### src/rtl/slot_scan_pkg.sv
package slot_scan_pkg;
  typedef struct packed {
    logic load;     // begin a pass at slot 0 and clear done
    logic advance;  // shift selection to the next slot
    logic finish;   // release all selects and set done
  } scanStrobes_t;
endpackage

### src/rtl/slot_scan_ctrl.sv
module slot_scan_ctrl
  import slot_scan_pkg::*;
(
  input  logic         clk,
  input  logic         rstN,
  input  logic         startN,
  input  logic         busy,
  input  logic         lastHit,
  output scanStrobes_t strobes
);
  always_comb begin
    strobes.load    = ~startN;
    strobes.advance = startN & busy & ~lastHit;
    strobes.finish  = startN & lastHit;
  end


  strobe_excl_chk: assert property (@(posedge clk) disable iff (!rstN)
    $onehot0({strobes.load, strobes.advance, strobes.finish}));
endmodule

### src/rtl/slot_scan_path.sv
module slot_scan_path
  import slot_scan_pkg::*;
#(
  parameter int NUM_SLOTS = 4
) (
  input  logic                 clk,
  input  logic                 rstN,
  input  scanStrobes_t         strobes,
  output logic [NUM_SLOTS-1:0] selOneHot,
  output logic                 busy,
  output logic                 lastHit,
  output logic                 localDone
);
  localparam int LAST_IDX = NUM_SLOTS - 1;

  logic [NUM_SLOTS-1:0] selNext;

  always_comb begin
    selNext = selOneHot;
    if (strobes.load)         selNext = NUM_SLOTS'(1);
    else if (strobes.finish)  selNext = '0;
    else if (strobes.advance) selNext = selOneHot << 1;
  end

  always_ff @(posedge clk or negedge rstN) begin
    if (!rstN) begin
      selOneHot <= '0;
      localDone <= 1'b0;
    end else begin
      selOneHot <= selNext;
      if (strobes.load)        localDone <= 1'b0;
      else if (strobes.finish) localDone <= 1'b1;
    end
  end

  assign busy    = |selOneHot;
  assign lastHit = selOneHot[LAST_IDX];


  one_select_chk: assert property (@(posedge clk) disable iff (!rstN)
    $onehot0(selOneHot));


  load_first_chk: assert property (@(posedge clk) disable iff (!rstN)
    strobes.load |=> (selOneHot == NUM_SLOTS'(1)) && !localDone);


  finish_done_chk: assert property (@(posedge clk) disable iff (!rstN)
    (lastHit && !strobes.load) |=> (selOneHot == '0) && localDone);


  done_hold_chk: assert property (@(posedge clk) disable iff (!rstN)
    (localDone && !strobes.load) |=> localDone);


  step_order_chk: assert property (@(posedge clk) disable iff (!rstN)
    (busy && !lastHit && !strobes.load) |=> (selOneHot == ($past(selOneHot) << 1)));
endmodule

### src/rtl/slot_scan_top.sv
module slot_scan_top
  import slot_scan_pkg::*;
#(
  parameter int NUM_SLOTS = 4
) (
  input  logic                 clk,
  input  logic                 rstN,
  input  logic                 startN,
  input  logic                 chainDoneIn,
  output logic [NUM_SLOTS-1:0] slotSelN,
  output logic                 chainDoneOut
);
  scanStrobes_t         strobes;
  logic [NUM_SLOTS-1:0] selOneHot;
  logic                 busy;
  logic                 lastHit;
  logic                 localDone;

  slot_scan_ctrl i_ctrl (
    .clk(clk), .rstN(rstN), .startN(startN),
    .busy(busy), .lastHit(lastHit), .strobes(strobes)
  );

  slot_scan_path #(.NUM_SLOTS(NUM_SLOTS)) i_path (
    .clk(clk), .rstN(rstN), .strobes(strobes),
    .selOneHot(selOneHot), .busy(busy), .lastHit(lastHit), .localDone(localDone)
  );

  assign slotSelN     = ~selOneHot;
  assign chainDoneOut = localDone & chainDoneIn;


  chain_gate_chk: assert property (@(posedge clk) disable iff (!rstN)
    chainDoneOut |-> (chainDoneIn && (&slotSelN)));


  reset_idle_chk: assert property (@(posedge clk)
    !rstN |-> (&slotSelN) && !chainDoneOut);
endmodule

### config.mk
export PLATFORM = sky130hd
export DESIGN_NAME = slot_scan_top
export DESIGN_NICKNAME = d
export VERILOG_FILES = /design/src/rtl/slot_scan_pkg.sv /design/src/rtl/slot_scan_ctrl.sv /design/src/rtl/slot_scan_path.sv /design/src/rtl/slot_scan_top.sv
export SDC_FILE = /design/constraint.sdc
export NUM_CORES = 1
export LEC_CHECK = 0
export BUFFER_PORTS_ARGS = -buffer_cell sky130_fd_sc_hd__buf_2
export CORE_AREA = 2 2 39 41
export DETAILED_ROUTE_END_ITERATION = 6
export DIE_AREA = 0 0 41 43
export GPL_TIMING_DRIVEN = 0
export SLEW_MARGIN = 5
export SYNTH_ARGS = -nofsm -noshare
export SYNTH_HDL_FRONTEND = slang
export SYNTH_SLANG_ARGS = --single-unit
### constraint.sdc
create_clock -name clk -period 1 [get_ports clk]
set_input_delay 0.05 -clock clk [delete_from_list [all_inputs] [get_ports clk]]
set_output_delay 0.05 -clock clk [all_outputs]
set_load 0.1 [all_outputs]
# Word-level counts from Yosys, hierarchy flattened
# Index checks and enable logic that the tools add are counted.
[word_totals]
wordCells = 16
ff_bits = 5
inputBits = 4
output_inout_bits = 5
[classes]
muxes = 5
n_eq_ne = 2
n_bitwise = 6
n_reduce_logical = 1
[op_table]
columns = ["cell", "count"]
rows = [
  ["2-to-1 mux 4 bit", 3],
  ["bitwise AND 1 bit", 4],
  ["inverter 4 bit", 1],
  ["OR reduction 4 bit", 1],
  ["inequality test 3 x 1 -> 1 bit (second input constant)", 1],
  ["2-to-1 mux 1 bit", 2],
  ["inequality test 2 x 1 -> 1 bit (second input constant)", 1],
  ["inverter 1 bit", 1],
]

# Longest topological paths before layout
# Gate-level depths: netlist of run 1.
[logic_depth]
ltp_word = 6
mapped_depth = 1
mapped_depth_nobuf = 1

# By module
# From an unflattened synthesis of run 1, not the netlist that was laid out.
[hier_totals]
cells_unflattened = 25
area_unflattened_um2 = 247.7
[by_module_without_submodules]
columns = ["mod", "area_per_inst_um2", "cells_per_inst", "instances", "seq_area_each_um2"]
rows = [
  ["slot_scan_path", 206.4, 17, 1, 125.1],
  ["slot_scan_top", 21.3, 5, 1, 0.0],
  ["slot_scan_ctrl", 20.0, 3, 1, 0.0],
]

# Least setup slack after synthesis of run 1
# Ideal clock, no wire load.
[synth_timing]
path_kind = "reg-to-output"
start = "reg i_path.localDone"
end = "out chainDoneOut"
setup_slack_ps = -116
n_path_buf = 0
stages_incl_launch_ff = 2
t_arrival_ps = 1066
required_ps = 950
path_cell_list = "dfrtp_1 > and2_1"
[synth_between]
elab_chain_len = 1
[synth_rtl]
columns = ["element", "line", "source"]
rows = [
  ["start: declaration", "slot_scan_path.sv:12", "output logic localDone"],
  ["start signal: assignment", "slot_scan_path.sv:28", "localDone <= 1'b0;"],
  ["start signal: assignment", "slot_scan_path.sv:31", "if (strobes.load) localDone <= 1'b0;"],
  ["start signal: assignment", "slot_scan_path.sv:32", "else if (strobes.finish) localDone <= 1'b1;"],
  ["bitwise AND 1 bit", "slot_scan_top.sv:30", "assign chainDoneOut = localDone & chainDoneIn;"],
  ["end: declaration", "slot_scan_top.sv:11", "output logic chainDoneOut"],
]
# No other way between the ends.

# Worst setup path in the final report of run 1
# Ends and elaborated chain as after synthesis.

==> reports/summary.txt, run 1 <==
total power: 0.000564 W
worst slew pin tran: 0.202 ns
root buf cell: clkbuf_4
sequential area share after synthesis: 0.680
Residual DRC: 0
initial antenna violation count: 0
post-DR vias/cell: 3.30
syn avg cell area: 12.3 sq um
relative slew slack: 0.866
count of cell types in the netlist: 5
adder-cell share of the synthesized area: 0
GRT overflow: 0
H-Tree Depth: 1
leakage power: 0.182 nW
crit path kind: reg2out
syn nets: 19
die area: 1760 sq um
routing usage on met1: 0.0686
TritonCTS clock tree: built
FILL cells: 142
Die H: 43 um
# IOs: 9
layout cell share with drive strength beyond 1: 0.500
n_diodes: 0
setup TNS: 0 ns
RSZ-0062 raised after global routing: false
Max Cap Viol: 0
Largest stage delay, worst path: 0.36 ns
R2R Path Start: i_path.selOneHot[3]$_DFFE_PN0P_
crit path cell chain: and2_4, buf_12
worst r2r path cells: 2
gr usage total: 0.0636
worst hold slack: 0.150 ns
Area Growth Syn to Fin: 94.6%
Power Density: 1580 nW/um^2
vias in the first global route: 146
CP max FO: 2
Rows: 14
Max Slew Vio Count: 0
critical path arrival: 0.91 ns
clock skew: 0.00351 ns
core area: 1380 sq um
Die Wd: 41 um
Antenna Violating Nets Remaining: 0
maximum clock path buffer count: 2
I/O Buffers: 8
First-pass DRT Iterations: 1
R2R setup slack: 0.15 ns
GRT met3 Usage: 0.0942
Max rail drop VDD: 616 uV
CP max-delay cell: dfrtp_1
routed wire length: 401 um
NumNets Final: 35
post-synthesis mux area share: 0
Skew-Pair Late Insertion Delay: 0.24 ns
Vias: 152
FMAX: 1040 MHz
Period minus WS final: 0.961 ns
Tcrit/Tclk final: 0.961
DP Worst Slack: 0.0389 ns
area of the multi-input gates: 42.5 sq um
pin count of the biggest net entering global routing: 6
Worst Path Required: 0.95 ns
final worst slack: 0.0388 ns
# setup viols final: 0
met2 Usage GRT: 0.0563
Reg area: 126 sq um
routed len/inst: 8.72 um
worst hold path class: in2async
Initial Util: 0.133
XOR/XNOR share of the synthesized area: 0
Reg clk slew, reported paths: 0.04 ns
GP Congestion: 0.594
RR Endpoint: i_path.localDone$_DFFE_PN0P_
Iter 0 DRT Violations: 0
complex-gate fraction of the synthesized area: 0.0408
main combinational cell family by area after synthesis: simple AND/OR/NAND/NOR gates
cts bufs inserted: 3
first-pass GRT wire length: 607 um
Setup crit end kind: output pin
Post-Synth Simple-Gate Area: 0.177
#FFs+latches synth: 5
Synth Cell Area: 184 sq um
CTS Sinks: 5
Startpoint Class: flop
gr busiest metal: met3
number of hold violations in the final report: 0
cells after synthesis: 15
Synth Warn #: 0
status: complete, no violations
-- report_power, final --
group | total [W] | internal, W | switching, W
registers | 0.000216 | 0.000211 | 0.00000464
logic | 0.000112 | 0.0000368 | 0.0000756
clock network | 0.000235 | 0.000151 | 0.0000845
total | 0.000564 | 0.000399 | 0.000165
-- how the worst max path moves through the flow --
| stage | start | slack (ns) | depth (start not counted) | endpoint |
|---|---|---|---|---|
| after floorplan | i_path.selOneHot[0]$_DFFE_PN0P_ | 0.01 | 1 | slotSelN[0] |
| after global placement | i_path.selOneHot[3]$_DFFE_PN0P_ | 0.04 | 2 | slotSelN[3] |
| after detailed placement | i_path.selOneHot[3]$_DFFE_PN0P_ | 0.04 | 2 | slotSelN[3] |
| after CTS | i_path.selOneHot[3]$_DFFE_PN0P_ | 0.002 | 2 | slotSelN[3] |
| after global routing | i_path.selOneHot[1]$_DFFE_PN0P_ | 0.0003 | 2 | slotSelN[1] |
| final | i_path.localDone$_DFFE_PN0P_ | 0.04 | 2 | chainDoneOut |
-- kinds of logic after synthesis --
logic type / after synthesis
buffers and inverters: 5
DFF: 5
AOI/OAI and AO/OA: 1
and+or+nand+nor: 4
-- stage by stage --
stage / utilization / area (sq um) / instances
floorplan: - / 189 / 15
global placement: 0.180 / 249 / 39
detailed placement: 0.180 / 249 / 39
CTS: 0.250 / 347 / 45
global route: 0.259 / 358 / 46
finish: 0.259 / 358 / 46
-- Yosys cell counts --
master	instances	area, sq um
inv_1	5	18.8
o21a_1	1	7.51
dfrtp_1	5	125
and3b_1	3	26.3
and2_1	1	6.26
-- cell usage in the layout, fill, tap and decap left out --
master	instances
inv_1	4
and3b_1	3
buf_8	1
dfrtp_1	4
buf_6	2
and2_4	1
buf_4	1
buf_2	3
dfrtp_2	1
dlygate4sd3_1	2
clkbuf_1	1
buf_12	2
clkbuf_4	3
clkinvlp_4	1
o21a_1	1
-- critical path: cells and delay by family (launching register included) --
family	cells	cell delay, ns
buffers and inverters	1	0.16
flip-flops	1	0.36
AND/OR/NAND/NOR	1	0.15
-- final cells by class --
| class | instances | share of cell area |
|---|---|---|
| Sequential cell | 5 | 0.353 |
| Inverter | 5 | 0.0629 |
| Tap cell | 16 | 0.0559 |
| Timing Repair Buffer | 11 | 0.336 |
| Multi-Input combinational cell | 5 | 0.119 |
| Clock buffer | 4 | 0.0734 |
-- what timing repair did --
action,4_1_cts,5_1_grt
endpoints found under the setup margin,5,3
pin swaps,0,1
cloned,0,0
resized for setup,16,1
endpoints found under the hold margin,6,0
hold buffers,2,0
setup buffers,0,1
-- sequential cells by signal, summed over array words and instances (netlist names) --
register          flops
i_path.selOneHot      4
i_path.localDone      1
-- layer usage --
metal  vias to the layer above  share of wire
met4                         0              0
li1                         75              -
met3                         0           0.16
met2                        13           0.37
met1                        64           0.46
met5                         -              0
No activity file was read; power rests on OpenSTA's default activity.
==> inputs of run 2 (changes only) <==
Settings changed: BUFFER_PORTS_ARGS -buffer_cell sky130_fd_sc_hd__buf_2 to -buffer_cell sky130_fd_sc_hd__clkbuf_2.
==> run 2 against run 1 <==
Effect of this change:
- utilization is 0.81 points higher
- clock skew fell by 0.0020 ns
- largest cell class is now non-clock buffers
- routed wire length rose by 5.2%
- largest power group unchanged
- final cell count shrank 2.2%
- die area stayed put
- critical path depth did not move
- count of clock-buffer cells in the layout unchanged
==> reports/summary.txt, run 2 (synthesis gave the netlist of run 1 again) <==
I/O Buffers: 8 (unchanged)
number of hold violations in the final report: 0 (unchanged)
Die H: 43 um (unchanged)
NumNets Final: 34 (-2.9%)
first-pass GRT wire length: 641 um (+5.6%)
largest reg by FF count: i_path.selOneHot
Die Wd: 41 um (unchanged)
core area: 1380 sq um (unchanged)
Worst Path Required: 0.95 ns (about the same)
initial antenna violation count: 0 (unchanged)
critical path arrival: 0.94 ns (+0.03 ns)
Comb power frac: 0.203 (+0.004)
maximum clock path buffer count: 2 (unchanged)
Skew-Pair Late Insertion Delay: 0.24 ns (about the same)
Area Growth Syn to Fin: 101%
CP max FO: 2 (unchanged)
n_diodes: 0 (unchanged)
Period minus WS final: 0.991 ns (+0.0298 ns)
biggest regs: i_path.selOneHot: 4 flops, i_path.localDone: 1 flops
DP Area: 249 sq um (unchanged)
Internal: 0.000402 W (+0.71%)
crit path cell chain: and2_4, clkbuf_16
Residual DRC: 0 (unchanged)
vias in the first global route: 144 (-1.4%)
max reg flops: 4 (unchanged)
layout cell share with drive strength beyond 1: 0.517 (+0.0172)
root buf cell: clkbuf_4
FILL cells: 143 (+0.70%)
FMAX: 1010 MHz (-3.0%)
Rows: 14 (unchanged)
R2R Path Start: i_path.selOneHot[3]$_DFFE_PN0P_
# IOs: 9 (unchanged)
cts bufs inserted: 3 (unchanged)
Iter 0 DRT Violations: 3 (+3)
Tcrit/Tclk final: 0.991 (+0.0298)
CP max-delay cell: dfrtp_1
routed len/inst: 9.38 um (+7.6%)
Antenna Violating Nets Remaining: 0 (unchanged)
CTS Sinks: 5 (unchanged)
relative slew slack: 0.882 (+0.0164)
H-Tree Depth: 1 (unchanged)
First-pass DRT Iterations: 2 (+1)
switching share of power: 0.292 (about the same)
worst hold path class: in2reg
critical hold path startpoint: startN
Max rail drop VDD: 811 uV (+32%)
Largest stage delay, worst path: 0.36 ns (about the same)
post-DR vias/cell: 3.29 (-0.47%)
routed wire length: 422 um (+5.2%)
clock network power share: 0.417 (about the same)
most frequent cells in the layout: 4 x inv_1, 4 x dfrtp_1, 3 x and3b_1, 3 x clkbuf_4, 3 x clkbuf_2
die area: 1760 sq um (unchanged)
CP startpoint: i_path.localDone$_DFFE_PN0P_
post-route design area: 369 sq um (+3.1%)
worst slew pin tran: 0.178 ns (-0.0234 ns)
Startpoint Class: flop
clock skew: 0.00155 ns (-0.00197 ns)
RSZ-0062 raised after global routing: true
Power Density: 1540 nW/um^2 (-2.4%)
Max Cap Viol: 0 (unchanged)
Cells after DPL: 39 (unchanged)
Max Slew Vio Count: 0 (unchanged)
GP Congestion: 0.591 (-0.45%)
# setup viols final: 0 (unchanged)
crit path kind: reg2out
gr usage total: 0.0666 (+0.00303)
GRT overflow: 0 (unchanged)
Flop pwr share: 0.381 (-0.002)
pin count of the biggest net entering global routing: 6 (unchanged)
leakage power: 0.190 nW (+4.0%)
Setup crit end kind: output pin
Initial Util: 0.133 (unchanged)
Reg clk slew, reported paths: 0.04 ns (about the same)
Psw: 0.000166 W (+0.64%)
Vias: 148 (-2.6%)
TritonCTS clock tree: built
final non-filler cell total: 45 (-2.2%)
status: complete, no violations
-- run 2: cell count changes in the layout (fill, tap and decap cells not counted) --
cell | previous run | this run
buf_2 | 3 | 0
buf_12 | 2 | 1
buf_6 | 2 | 0
clkbuf_16 | 0 | 2
clkbuf_2 | 0 | 3
clkbuf_8 | 0 | 1
dlygate4sd3_1 | 2 | 1
-- run 2: layout make-up --
cell class,count,area (sq um),area share
well taps,16,20.0,0.0542
clock buffers,4,26.3,0.0712
repair buffers,10,131,0.356
multi-input cells,5,42.5,0.115
flip-flops and latches,5,126,0.342
inverters,5,22.5,0.0610
-- run 2: worst paths after layout --
check / depth (start not counted) / to / slack (ns)
min in group asynchronous: 2 / i_path.selOneHot[2]$_DFFE_PN0P_ / 0.16
worst min-delay path: 2 / i_path.selOneHot[0]$_DFFE_PN0P_ / 0.01
worst max-delay path: 2 / chainDoneOut / 0.009
worst min register to register: 1 / i_path.localDone$_DFFE_PN0P_ / 0.47
max in group asynchronous: 2 / i_path.selOneHot[3]$_DFFE_PN0P_ / 0.69
worst max register to register: 2 / i_path.localDone$_DFFE_PN0P_ / 0.15
-- run 2: per-layer routing --
layer  global-route usage  share of wire  wire [um]
met1               0.0752           0.48        201
met5                    0              0          0
met2               0.0594           0.38        159
met4               0.0400              0          0
met3               0.0942           0.15         62
-- run 2: what timing repair did --
item	4_1_cts	5_1_grt
setup buffers	0	1
pin swaps	1	0
hold buffers	1	0
setup endpoints to repair	5	4
resized for setup	14	3
hold endpoints to repair	5	0
-- run 2: power groups by stage --
stage                     Clock (W)  Combinational (W)  Sequential [W]
final                      0.000237           0.000115        0.000216
after global routing       0.000268           0.000121        0.000216
after CTS                  0.000249           0.000108        0.000217
after detailed placement          0          0.0000865        0.000220
after global placement            0          0.0000857        0.000219
after floorplan                   0          0.0000674        0.000218
-- run 2: through the flow --
step	setup TNS [ns]	setup WS [ns]	utilization	total power (W)	hold slack (ns)
floorplan	0	0.00969	-	0.000285	-0.246
global placement	0	0.0113	0.180	0.000305	-0.129
detailed placement	0	0.00383	0.180	0.000306	-0.123
CTS	-0.0150	-0.0150	0.256	0.000574	0.00644
global route	-0.0384	-0.0281	0.267	0.000606	0.0107
finish	0	0.00907	0.267	0.000568	0.0115
-- run 2: worst max-delay path, delay by kind of cell, from the launching register on --
| kind | cells | cell delay, ns |
|---|---|---|
| buffers and inverters | 1 | 0.19 |
| DFF | 1 | 0.36 |
| and+or+nand+nor | 1 | 0.14 |
==> inputs of run 3 (changes only) <==
Settings changed: SYNTH_HIERARCHICAL from default to 1.
Clock period 1 ns to 0.8 ns, I/O delays scaled along.
==> run 3 against run 2 <==
Effect of this change:
- the flow now finishes with violations (setup timing)
- utilization up 14 points
- worst setup slack got worse by 0.76 ns
- sequential power increased by 30%
- final area is 52% higher
- critical path type is now reg2reg
- count of clock-buffer cells in the layout did not move
- via count up 66%
- routed wire length grew 57%
- register-to-register slack lost 0.90 ns
- non-clock buffer count is 7 higher
- die area stayed put
- combinational power grew to 2.9 times the previous value
- clock skew up 0.0041 ns
==> reports/summary.txt, run 3 <==
core area: 1380 sq um (unchanged)
Die H: 43 um (unchanged)
H-Tree Depth: 1 (unchanged)
ys flop type: dfrtp_1
Crit path max-delay family: simple AND/OR/NAND/NOR gates
Setup crit end kind: flop
I/O Buffers: 8 (unchanged)
Synth Cell Area: 248 sq um (+35%)
syn nets: 29 (+10)
Largest stage delay, worst path: 0.50 ns (+0.14 ns)
violated checks: setup timing
root buf cell: clkbuf_4
count of cell types in the netlist: 12 (+7)
syn avg cell area: 9.91 sq um (-19%)
sequential area share after synthesis: 0.505 (-0.175)
Antenna Violating Nets Remaining: 0 (unchanged)
DP Worst Slack: -0.732 ns (-0.736 ns)
vias in the first global route: 251 (+74%)
leakage power: 0.267 nW (+41%)
Initial Util: 0.179 (+0.0461)
status: finished with violations
layout cell share with drive strength beyond 1: 0.667 (+0.149)
First-pass DRT Iterations: 2 (unchanged)
# setup viols final: 10 (+10)
Max Slew Vio Count: 0 (unchanged)
FMAX: 644 MHz
Skew-Pair Late Insertion Delay: 0.24 ns (about the same)
switching share of power: 0.328 (+0.0365)
Reg clk slew, reported paths: 0.05 ns (about the same)
Max rail drop VDD: 613 uV (-24%)
Tcrit/Tclk final: 1.94
Rows: 14 (unchanged)
first-pass GRT wire length: 966 um (+51%)
relative slew slack: 0.879 (-0.00304)
Flop pwr share: 0.307 (-0.074)
Power Density: 1620 nW/um^2 (+5.5%)
Synth top cells by count: 5 x dfrtp_1, 5 x inv_1, 3 x mux2i_1, 3 x nor3_1, 2 x nor2_1
Reg area: 125 sq um (-0.99%)
routed len/inst: 10.8 um (+16%)
GP Congestion: 0.668 (+13%)
die area: 1760 sq um (unchanged)
number of flops mapped to enable cells by yosys: 0 (unchanged)
cts bufs inserted: 3 (unchanged)
# IOs: 9 (unchanged)
FILL cells: 145 (+1.4%)
CP max FO: 4 (+2)
routed wire length: 661 um (+57%)
max reg flops: 4 (unchanged)
crit path cell chain: or4_1, and3b_2, mux2i_2, nor3_2
maximum clock path buffer count: 2 (unchanged)
gr usage total: 0.0878 (+0.0212)
Worst Path Required: 0.92 ns (-0.03 ns)
clock network power share: 0.320 (-0.097)
dpl hpwl: 367 um
NumNets Final: 50 (+47%)
clock skew: 0.00561 ns (+0.00406 ns)
number of hold violations in the final report: 0 (unchanged)
TritonCTS clock tree: built
Internal: 0.000612 W (+52%)
biggest regs: i_path/selOneHot: 4 flops, i_path/localDone: 1 flops
#FFs+latches synth: 5 (unchanged)
Synth area leaders: dfrtp_1 51%, mux2i_1 12%, inv_1 7.6%
top cell type's share of synthesized area: 0.505 (-0.175)
Period minus WS final: 1.55 ns
CTS Sinks: 5 (unchanged)
Area Growth Syn to Fin: 127%
Iter 0 DRT Violations: 5 (+2)
worst slew pin tran: 0.178 ns (-0.000632 ns)
final core utilization: 0.406 (+0.139)
crit path kind: reg2reg
n_diodes: 0 (unchanged)
worst hold path class: in2reg
Comb power frac: 0.372 (+0.169)
pin count of the biggest net entering global routing: 6 (unchanged)
Startpoint Class: flop
most frequent cells in the layout: 5 x buf_6, 5 x dfrtp_1, 5 x clkbuf_16, 3 x clkbuf_4, 3 x clkbuf_2
initial antenna violation count: 0 (unchanged)
final worst slack: -0.753 ns (-0.762 ns)
GRT overflow: 0 (unchanged)
Residual DRC: 0 (unchanged)
RSZ-0062 raised after global routing: true
largest reg by FF count: i_path/selOneHot
Max Cap Viol: 0 (unchanged)
Die Wd: 41 um (unchanged)
post-synthesis async set-or-reset flop share: 1.00 (unchanged)
critical path arrival: 1.68 ns (+0.74 ns)
cells after synthesis: 25 (+10)
post-DR vias/cell: 4.02 (+22%)
CP max-delay cell: or4_1
total power: 0.000912 W (+61%)
area of the multi-input gates: 118 sq um (+180%)
worst hold slack: 0.132 ns (+0.121 ns)
Vias: 245 (+66%)
Yosys top cell by area: dfrtp_1
Psw: 0.000299 W (+81%)
worst path bufs/invs: 0 (-1)
Synth Warn #: 6 (+6)
[run 3: cell types whose count changed in the layout (fill, tap and decap cells not counted), moves of 2 or more]
cell,delta
clkbuf_16,+3
inv_4,+2
nor3_1,+2
and3b_1,-3
buf_6,+5
mux2i_1,+2
inv_1,-3
[run 3: layer usage]
| layer | track usage | routed length [um] | vias up |
|---|---|---|---|
| li1 | - | - | 120 |
| met1 | 0.0915 | 245 | 117 |
| met2 | 0.125 | 380 | 8 |
| met3 | 0.0366 | 35 | 0 |
| met4 | 0.0800 | 0 | 0 |
| met5 | 0 | 0 | - |
[run 3: cell type report]
| type | instances | area share |
|---|---|---|
| sequential | 5 | 0.223 |
| tap | 16 | 0.0356 |
| inverter | 5 | 0.0557 |
| timing repair buffer | 16 | 0.410 |
| multi-input combinational | 14 | 0.209 |
| buffer | 1 | 0.0200 |
| clock buffer | 4 | 0.0468 |
[run 3: final timing paths]
check	from	cells after the start	to	slack, ns
worst max-delay path	i_path/selOneHot[1]$_DFFE_PN0P_	4	i_path/selOneHot[2]$_DFFE_PN0P_	-0.75
worst min-delay path	startN	3	i_path/localDone$_DFFE_PN0P_	0.13
worst max register to register	i_path/selOneHot[1]$_DFFE_PN0P_	4	i_path/selOneHot[2]$_DFFE_PN0P_	-0.75
worst min register to register	i_path/localDone$_DFFE_PN0P_	2	i_path/localDone$_DFFE_PN0P_	0.58
max in group asynchronous	rstN	2	i_path/selOneHot[3]$_DFFE_PN0P_	0.51
min in group asynchronous	rstN	2	i_path/localDone$_DFFE_PN0P_	0.14
[run 3: power by group through the flow]
stage	Sequential, W	Combinational, W	Clock [W]
2_1_floorplan	0.000284	0.000167	0
5_1_grt	0.000281	0.000358	0.000328
4_1_cts	0.000278	0.000318	0.000310
6_report	0.000280	0.000339	0.000292
3_3_place_gp	0.000288	0.000198	0
3_5_place_dp	0.000288	0.000201	0
[run 3: cells by family after synthesis]
family / count (synthesis) / share of synthesized area
simple gates: 11 / 0.268
buf+inv: 6 / 0.106
flops: 5 / 0.505
mux: 3 / 0.121
[run 3: tightest hold or removal path: stages]
cell and delay, ns:
clkbuf_2 0.10, inv_1 0.09, nor2_1 0.10
[run 3: through the flow]
stage          std cells  area, sq um  TNS [ns]
5_1_grt               61          562     -4.91
3_3_place_gp          49          323     -3.57
4_1_cts               59          512     -4.14
6_report              61          562     -4.41
2_1_floorplan         25          263     -3.04
3_5_place_dp          49          323     -3.70
[run 3: timing repair]
item	CTS	global route
hold endpoints to repair	5	0
hold buffers	1	0
endpoints found under the setup margin	10	10
setup buffers	5	5
pin swaps	3	3
gates resized for setup	22	8
